## config.mk

```make
export PLATFORM = sky130hd
export DESIGN_NAME = vec_add_reduce
export DESIGN_NICKNAME = d
export VERILOG_FILES = /design/src/rtl/vec_add_reduce_pkg.sv /design/src/rtl/vec_add_reduce_ctrl.sv /design/src/rtl/vec_add_reduce_datapath.sv /design/src/rtl/vec_add_reduce.sv
export SDC_FILE = /design/constraint.sdc
export NUM_CORES = 1
export LEC_CHECK = 0
export BUFFER_PORTS_ARGS = -buffer_cell sky130_fd_sc_hd__buf_2
export CORE_MARGIN = 5
export CORE_UTILIZATION = 60
export DETAILED_ROUTE_END_ITERATION = 8
export PLACE_DENSITY_LB_ADDON = 0.12
export SLEW_MARGIN = 20
export SYNTH_ARGS = -nofsm -noshare
export SYNTH_HDL_FRONTEND = slang
export SYNTH_SLANG_ARGS = --single-unit
```

## constraint.sdc

```tcl
create_clock -name clk -period 19.7 [get_ports clk]
set_clock_uncertainty 0.2 [all_clocks]
set_input_delay 2.955 -clock clk [delete_from_list [all_inputs] [get_ports clk]]
set_output_delay 2.955 -clock clk [all_outputs]
set_load 0.01 [all_outputs]
```

## src/rtl/vec_add_reduce_pkg.sv

```systemverilog
package vec_add_reduce_pkg;
  typedef enum logic [1:0] {
    ELEM_B8   = 2'd0,
    ELEM_H16  = 2'd1,
    ELEM_W32  = 2'd2,
    ELEM_NONE = 2'd3
  } elemSize_e;

  typedef struct packed {
    logic      load;
    logic      illegal;
    logic      halfSrc;
    elemSize_e elem;
  } redCtrl_t;
endpackage

```

## src/rtl/vec_add_reduce_ctrl.sv

```systemverilog
module vec_add_reduce_ctrl
  import vec_add_reduce_pkg::*;
(
  input  logic       inValid,
  input  logic [1:0] sizeCode,
  input  logic       fullWidth,
  output redCtrl_t   ctrl
);
  always_comb begin
    ctrl.load    = inValid;
    ctrl.halfSrc = !fullWidth;
    ctrl.elem    = elemSize_e'(sizeCode);
    // code 3 never legal; 32-bit lanes only in full form
    ctrl.illegal = (sizeCode == 2'd3) || ((sizeCode == 2'd2) && !fullWidth);
  end
endmodule

```

## src/rtl/vec_add_reduce_datapath.sv

```systemverilog
module vec_add_reduce_datapath
  import vec_add_reduce_pkg::*;
#(
  parameter int VEC_W = 128,
  parameter int DST_W = 64
) (
  input  logic             clk,
  input  logic             rstN,
  input  redCtrl_t         ctrl,
  input  logic [VEC_W-1:0] srcVec,
  output logic             outValid,
  output logic [DST_W-1:0] dstVal,
  output logic             wrEn,
  output logic             unallocFlag
);
  localparam int NUM_WIDTHS = 3;

  logic [DST_W-1:0] laneSum [NUM_WIDTHS];

  // One wrapping adder tree per lane width: 8, 16, 32 bits
  for (genvar k = 0; k < NUM_WIDTHS; k++) begin : g_width
    localparam int EW    = 8 << k;
    localparam int LANES = VEC_W / EW;
    logic [EW-1:0] acc;
    always_comb begin
      acc = '0;
      for (int i = 0; i < LANES; i++) begin
        if (!ctrl.halfSrc || (i < LANES / 2))
          acc = acc + srcVec[i*EW +: EW];
      end
    end
    assign laneSum[k] = {{(DST_W-EW){1'b0}}, acc};
  end

  logic [DST_W-1:0] pickSum;
  always_comb begin
    case (ctrl.elem)
      ELEM_B8:  pickSum = laneSum[0];
      ELEM_H16: pickSum = laneSum[1];
      ELEM_W32: pickSum = laneSum[2];
      default:  pickSum = '0;
    endcase
  end

  always_ff @(posedge clk) begin
    if (!rstN) begin
      outValid    <= 1'b0;
      wrEn        <= 1'b0;
      unallocFlag <= 1'b0;
      dstVal      <= '0;
    end else begin
      outValid    <= ctrl.load;
      wrEn        <= ctrl.load && !ctrl.illegal;
      unallocFlag <= ctrl.load && ctrl.illegal;
      if (ctrl.load)
        dstVal <= ctrl.illegal ? '0 : pickSum;
    end
  end

  assert_wren_excl_R8: assert property (@(posedge clk) disable iff (!rstN)
    wrEn |-> (!unallocFlag && outValid));
  assert_unalloc_zero_R8: assert property (@(posedge clk) disable iff (!rstN)
    unallocFlag |-> (dstVal == '0));
  assert_latency_R7: assert property (@(posedge clk) disable iff (!rstN)
    ctrl.load |=> outValid);
  assert_idle_R7: assert property (@(posedge clk) disable iff (!rstN)
    !ctrl.load |=> !outValid);
  assert_hold_R10: assert property (@(posedge clk) disable iff (!rstN)
    !ctrl.load |=> $stable(dstVal));
endmodule

```

## src/rtl/vec_add_reduce.sv

```systemverilog
module vec_add_reduce
  import vec_add_reduce_pkg::*;
#(
  parameter int VEC_W = 128,
  parameter int DST_W = 64
) (
  input  logic             clk,
  input  logic             rstN,
  input  logic             inValid,
  input  logic [1:0]       sizeCode,
  input  logic             fullWidth,
  input  logic [VEC_W-1:0] srcVec,
  output logic             outValid,
  output logic [DST_W-1:0] dstVal,
  output logic             wrEn,
  output logic             unallocFlag
);
  redCtrl_t ctrl;

  vec_add_reduce_ctrl u_ctrl (
    .inValid  (inValid),
    .sizeCode (sizeCode),
    .fullWidth(fullWidth),
    .ctrl     (ctrl)
  );

  vec_add_reduce_datapath #(.VEC_W(VEC_W), .DST_W(DST_W)) u_dp (
    .clk        (clk),
    .rstN       (rstN),
    .ctrl       (ctrl),
    .srcVec     (srcVec),
    .outValid   (outValid),
    .dstVal     (dstVal),
    .wrEn       (wrEn),
    .unallocFlag(unallocFlag)
  );

  assert_zerofill8_R6: assert property (@(posedge clk) disable iff (!rstN)
    (wrEn && $past(sizeCode) == 2'd0) |-> (dstVal[DST_W-1:8] == '0));
  assert_zerofill16_R6: assert property (@(posedge clk) disable iff (!rstN)
    (wrEn && $past(sizeCode) == 2'd1) |-> (dstVal[DST_W-1:16] == '0));
  assert_zerofill32_R6: assert property (@(posedge clk) disable iff (!rstN)
    (wrEn && $past(sizeCode) == 2'd2) |-> (dstVal[DST_W-1:32] == '0));
endmodule

```

======== After elaboration in Yosys (flattened, before gate mapping) ========
Cells that the tools add are included.
storage, ports and cells
  bits of input ports ..................... 134
  register bits ........................... 67
  logic and storage cells ................. 55
  output and inout port bits .............. 67
cells by class
  equality and inequality tests ........... 3
  add/sub/neg operators ................... 25
  multiplexer cells ....................... 16
  reduce and logical (&&, ||, !) cells .... 7
operators by type and width
  kind                  count
  $add A8 B8 Y8         15
  $add A16 B16 Y16      7
  $add A32 B32 Y32      3
  $mux W32              3
  $pmux W32 S3          1
  $mux W16              4
  $mux W8               8
  $eq A2 B2 Y1 const B  2
  $logic_and A1 B1 Y1   3
  $eq A2 B1 Y1 const B  1
  $logic_not A1 Y1      2
  $logic_not A2 Y1      1
  $logic_or A1 B1 Y1    1

======== Depth between registers and ports, before layout ========
  depth after elaboration ................. 25
  depth in mapped cells ................... 48

======== By module ========
A second synthesis with hierarchy kept.
second synthesis, totals
  cell total of the unflattened synthesis .. 1854
  area, all modules ....................... 14352.5 um^2
modules (own cells, without submodules)
  module                   cells an instance  times used  area each (um^2)
  vec_add_reduce_datapath  1849               1           14318.7
  vec_add_reduce_ctrl      5                  1           33.8

======== Least setup slack after synthesis ========
OpenSTA, ideal clock, no wires.
  path kind ............................... input port to flip-flop
  start ................................... in srcVec[2]
  end ..................................... reg u_dp.dstVal[7]
  path slack .............................. 7506 ps
  arrival time ............................ 11880 ps
  stages .................................. 42
  library setup time ...................... 114 ps
  required time ........................... 19386 ps
  path through ............................ inv_1 fa_1 inv_1 fa_1 fa_1 fa_1 ha_1 fa_1 ha_1 inv_1 o21bai_1 xor2_1 a21o_1 ha_1 xor2_1 a21o_1 ha_1 xor2_1 [... 6 more ...] a21o_1 ha_1 a21oi_1 o21ai_0 xor2_1 a21o_1 ha_1 xnor2_1 a21o_1 ha_1 inv_1 o21bai_1 a21oi_1 xnor2_1 xnor2_1 xnor2_1 mux2i_1 a21o_1
on the way
  longest elaborated chain between the ends .. 25
RTL lines
  element                      line                           text
  start: declaration           vec_add_reduce.sv:12           input logic [VEC_W-1:0] srcVec,
  $add A8 B8 Y8 (8 in series)  vec_add_reduce_datapath.sv:29  acc = acc + srcVec[i*EW +: EW];
  $mux W8                      vec_add_reduce_datapath.sv:28  if (!ctrl.halfSrc || (i < LANES / 2))
  $add A8 B8 Y8                vec_add_reduce_datapath.sv:29
  $mux W8                      vec_add_reduce_datapath.sv:28
  $add A8 B8 Y8                vec_add_reduce_datapath.sv:29
  $mux W8                      vec_add_reduce_datapath.sv:28
  $add A8 B8 Y8                vec_add_reduce_datapath.sv:29
  $mux W8                      vec_add_reduce_datapath.sv:28
  [... 2 more ...]             --
  $add A8 B8 Y8                vec_add_reduce_datapath.sv:29
  $mux W8                      vec_add_reduce_datapath.sv:28
  $add A8 B8 Y8                vec_add_reduce_datapath.sv:29
  $mux W8                      vec_add_reduce_datapath.sv:28
  $add A8 B8 Y8                vec_add_reduce_datapath.sv:29
  $mux W8                      vec_add_reduce_datapath.sv:28
  $pmux W32 S3 (*)             vec_add_reduce_datapath.sv:37  case (ctrl.elem)
  $mux W32 (*)                 vec_add_reduce_datapath.sv:56  dstVal <= ctrl.illegal ? '0 : pickSum;
  end signal: assignment       vec_add_reduce_datapath.sv:56
  end: declaration             vec_add_reduce_datapath.sv:12  output logic [DST_W-1:0] dstVal,
Every way passes the cells marked *; elsewhere a longest branch is shown, timed or not.
A chain may end at the register's enable or synchronous reset.

======== Final worst setup path ========
Same ends and word-level chain as after synthesis.

==> impl_metrics.csv <==
group,metric,value,unit
clock_tree,cts_sinks,35,
clock_tree,cts_tree,"done",
clock_tree,post_cts_buffers,0,
timing,rsz0062_at_grt,"false",
global_routing,grt_pass1_vias,13714,
route,via_per_inst,6.09,
timing,setup_viol,0,
clock_tree,ctsHoldBuffers,0,
timing,finalSetupTns,0,ns
clock_tree,h-tree-depth,2,
timing,fmax,79.0,MHz
global_routing,overflow,0,
clock_tree,worstSkewPairLatency,0.28,ns
yosys,yosysMostFrequentCell,"ha_1",
place,place.gp.congestion,1.00,
finish,seqCellArea,701,um2
floorplan,die_w,163,um
finish,fillers,2149,
yosys,syn_area,0.0141,mm2
route,drc,0,
timing,slew_headroom,0.452,
finish,multiInputGateArea,0.0126,mm2
yosys,synth.avg_cell_area,7.80,um2
finish,fin_area,0.0153,mm2
global_routing,grt_antenna_before_repair,0,
timing,timing_max_transition_violations_final,0,
yosys,yosys.area.top_type,"ha_1",
yosys,async_reset_ff_frac,0,
place,placed_cell_area,0.0151,mm2
setup_path,cp-start-kind,"primary input",
finish,synthToLayoutAreaGrowth,8.45,%
floorplan,placeableCoreArea,0.0233,mm2
yosys,yosys-top-cells-count,"ha_1, a21oi_1, inv_1",
yosys,synth.area.top_cells,"ha_1, fa_1, xnor2_1",
finish,layoutNonFillerInstCount,2273,
setup_path,critPathRequiredTime,19.68,ns
yosys,synth_warnings,0,
finish,antenna-diode-count,0,
floorplan,io_pins,201,
route,vias,13851,
floorplan,num_rows,56,
timing,timing.final.crit_share,0.642,
floorplan,die_y,163,um
global_routing,grt_max_degree,61,
global_routing,grt_use_total,0.349,
yosys,yosys_register_bits,35,
timing,fin_crit,12.65,ns
setup_path,critPathKind,"primary input to flop",
finish,nets,2404,
place,port_buffers,168,
route,drt_iter0_drc,1188,
setup_path,end_kind,"flop",
timing,worst_pin_slew,0.812,ns
setup_path,cpMaxStageDelayCell,"fa_1",
clock_tree,cts_buffers,5,
setup_path,arrival,12.64,ns
status,status,"complete, no violations",
timing,hold_viol_final,0,
place,dp_cells,2265,
route,final_antenna_net_count,0,
route,wl_per_cell,20.8,um
floorplan,die_area,0.0267,mm2
yosys,synth_top_area_share,0.207,
floorplan,start_util,0.605,
setup_path,critPathMaxFanout,3,
setup_path,crit_path_max_incr_delay,0.54,ns
clock_tree,cts_root_buf,"clkbuf_16",
route,routed_wl,47300,um
yosys,ys_seq_area_frac,0.0496,
global_routing,grt_pass1_wl,72700,um
worst_hold_path,hold_path.class,"flop to flop",
yosys,synth_cells,1809,
yosys,synth_flop_cell,"dfxtp_1",
clock_tree,cts_resized,0,
clock_tree,clock_path_buffers,2,
yosys,synth-edff-count,0,
yosys,synth.distinct_cells,76,
setup_path,crit_top_cell,"ha_1",
place,post-dp-hpwl,41100,um
clock_tree,clk_pin_slew,0.06,ns
route,first_pass_iters,5,
finish,drive_above_1_share,0.114,
job,max_cap_violations,0,
[through the flow]
step | hold WS, ns | setup WS [ns] | utilization
final | 0.246 | 7.05 | 0.656
after global placement | 0.229 | 6.99 | 0.649
after floorplan | 0.283 | 7.51 | -
after CTS | 0.250 | 7.09 | 0.656
after detailed placement | 0.236 | 6.80 | 0.649
after global routing | 0.258 | 6.40 | 0.656
[metal layers]
layer,vias to the layer above,global-route usage,part of all wire
met5,-,0,0
met4,0,0.154,0.056
met3,121,0.0454,0.076
met2,547,0.572,0.45
met1,6511,0.461,0.42
li1,6672,-,-
[cell families (layout without fill, tap and decap cells)]
| logic type | count (synthesis) | count (layout) | share of synthesized area |
|---|---|---|---|
| simple gates | 396 | 396 | 0.131 |
| compound gates | 622 | 622 | 0.285 |
| fa+ha+maj | 317 | 317 | 0.326 |
| xor+xnor | 203 | 203 | 0.126 |
| other cells | 1 | 32 | 0.000266 |
| mux | 18 | 18 | 0.0165 |
| buf+inv | 217 | 331 | 0.0662 |
| flops | 35 | 35 | 0.0496 |
[critical path, delay by kind of cell]
family,cells,cell delay [ns]
buffers and inverters,5,0.42
adder cells (fa/ha/maj),14,5.27
multiplexers,1,0.10
XOR/XNOR,10,1.60
AO/OA/AOI/OAI,13,2.28
[cells in the final DEF (no fill, tap or decap), drive strengths merged, types with 28 or more instances in the layout]
cell type	n
dfxtp	35
nand2	140
xnor2	134
a21o	129
conb	32
a21oi	186
nor2	102
buf	172
xor2	69
fa	84
ha	233
inv	150
o21ai	127
and2	28
[flip-flops by register name, indices dropped and copies added (netlist names)]
register and flops:
u_dp.dstVal 32, u_dp.outValid 1, u_dp.unallocFlag 1, u_dp.wrEn 1
[area by class of cell]
type                    count  share of cell area
clock buffers               5             0.00817
clock inverters             3             0.00286
inverters                 151              0.0370
multi-input cells        1588               0.823
flip-flops and latches     35              0.0458
well taps                 319              0.0261
repair buffers            172              0.0570
[path summary, 6_finish.rpt]
| kind | from | end | slack [ns] | cells after the start |
|---|---|---|---|---|
| worst max-delay path | srcVec[2] | u_dp.dstVal[7] | 7.05 | 43 |
| worst min-delay path | u_dp.dstVal[20] | u_dp.dstVal[20] | 0.25 | 1 |
| worst max register to register | u_dp.dstVal[7] | u_dp.dstVal[7] | 18.61 | 3 |
| worst min register to register | u_dp.dstVal[20] | u_dp.dstVal[20] | 0.25 | 1 |
Power is not shown: default switching activity piles up to over one toggle a cycle in this logic, so the estimate is an artifact.
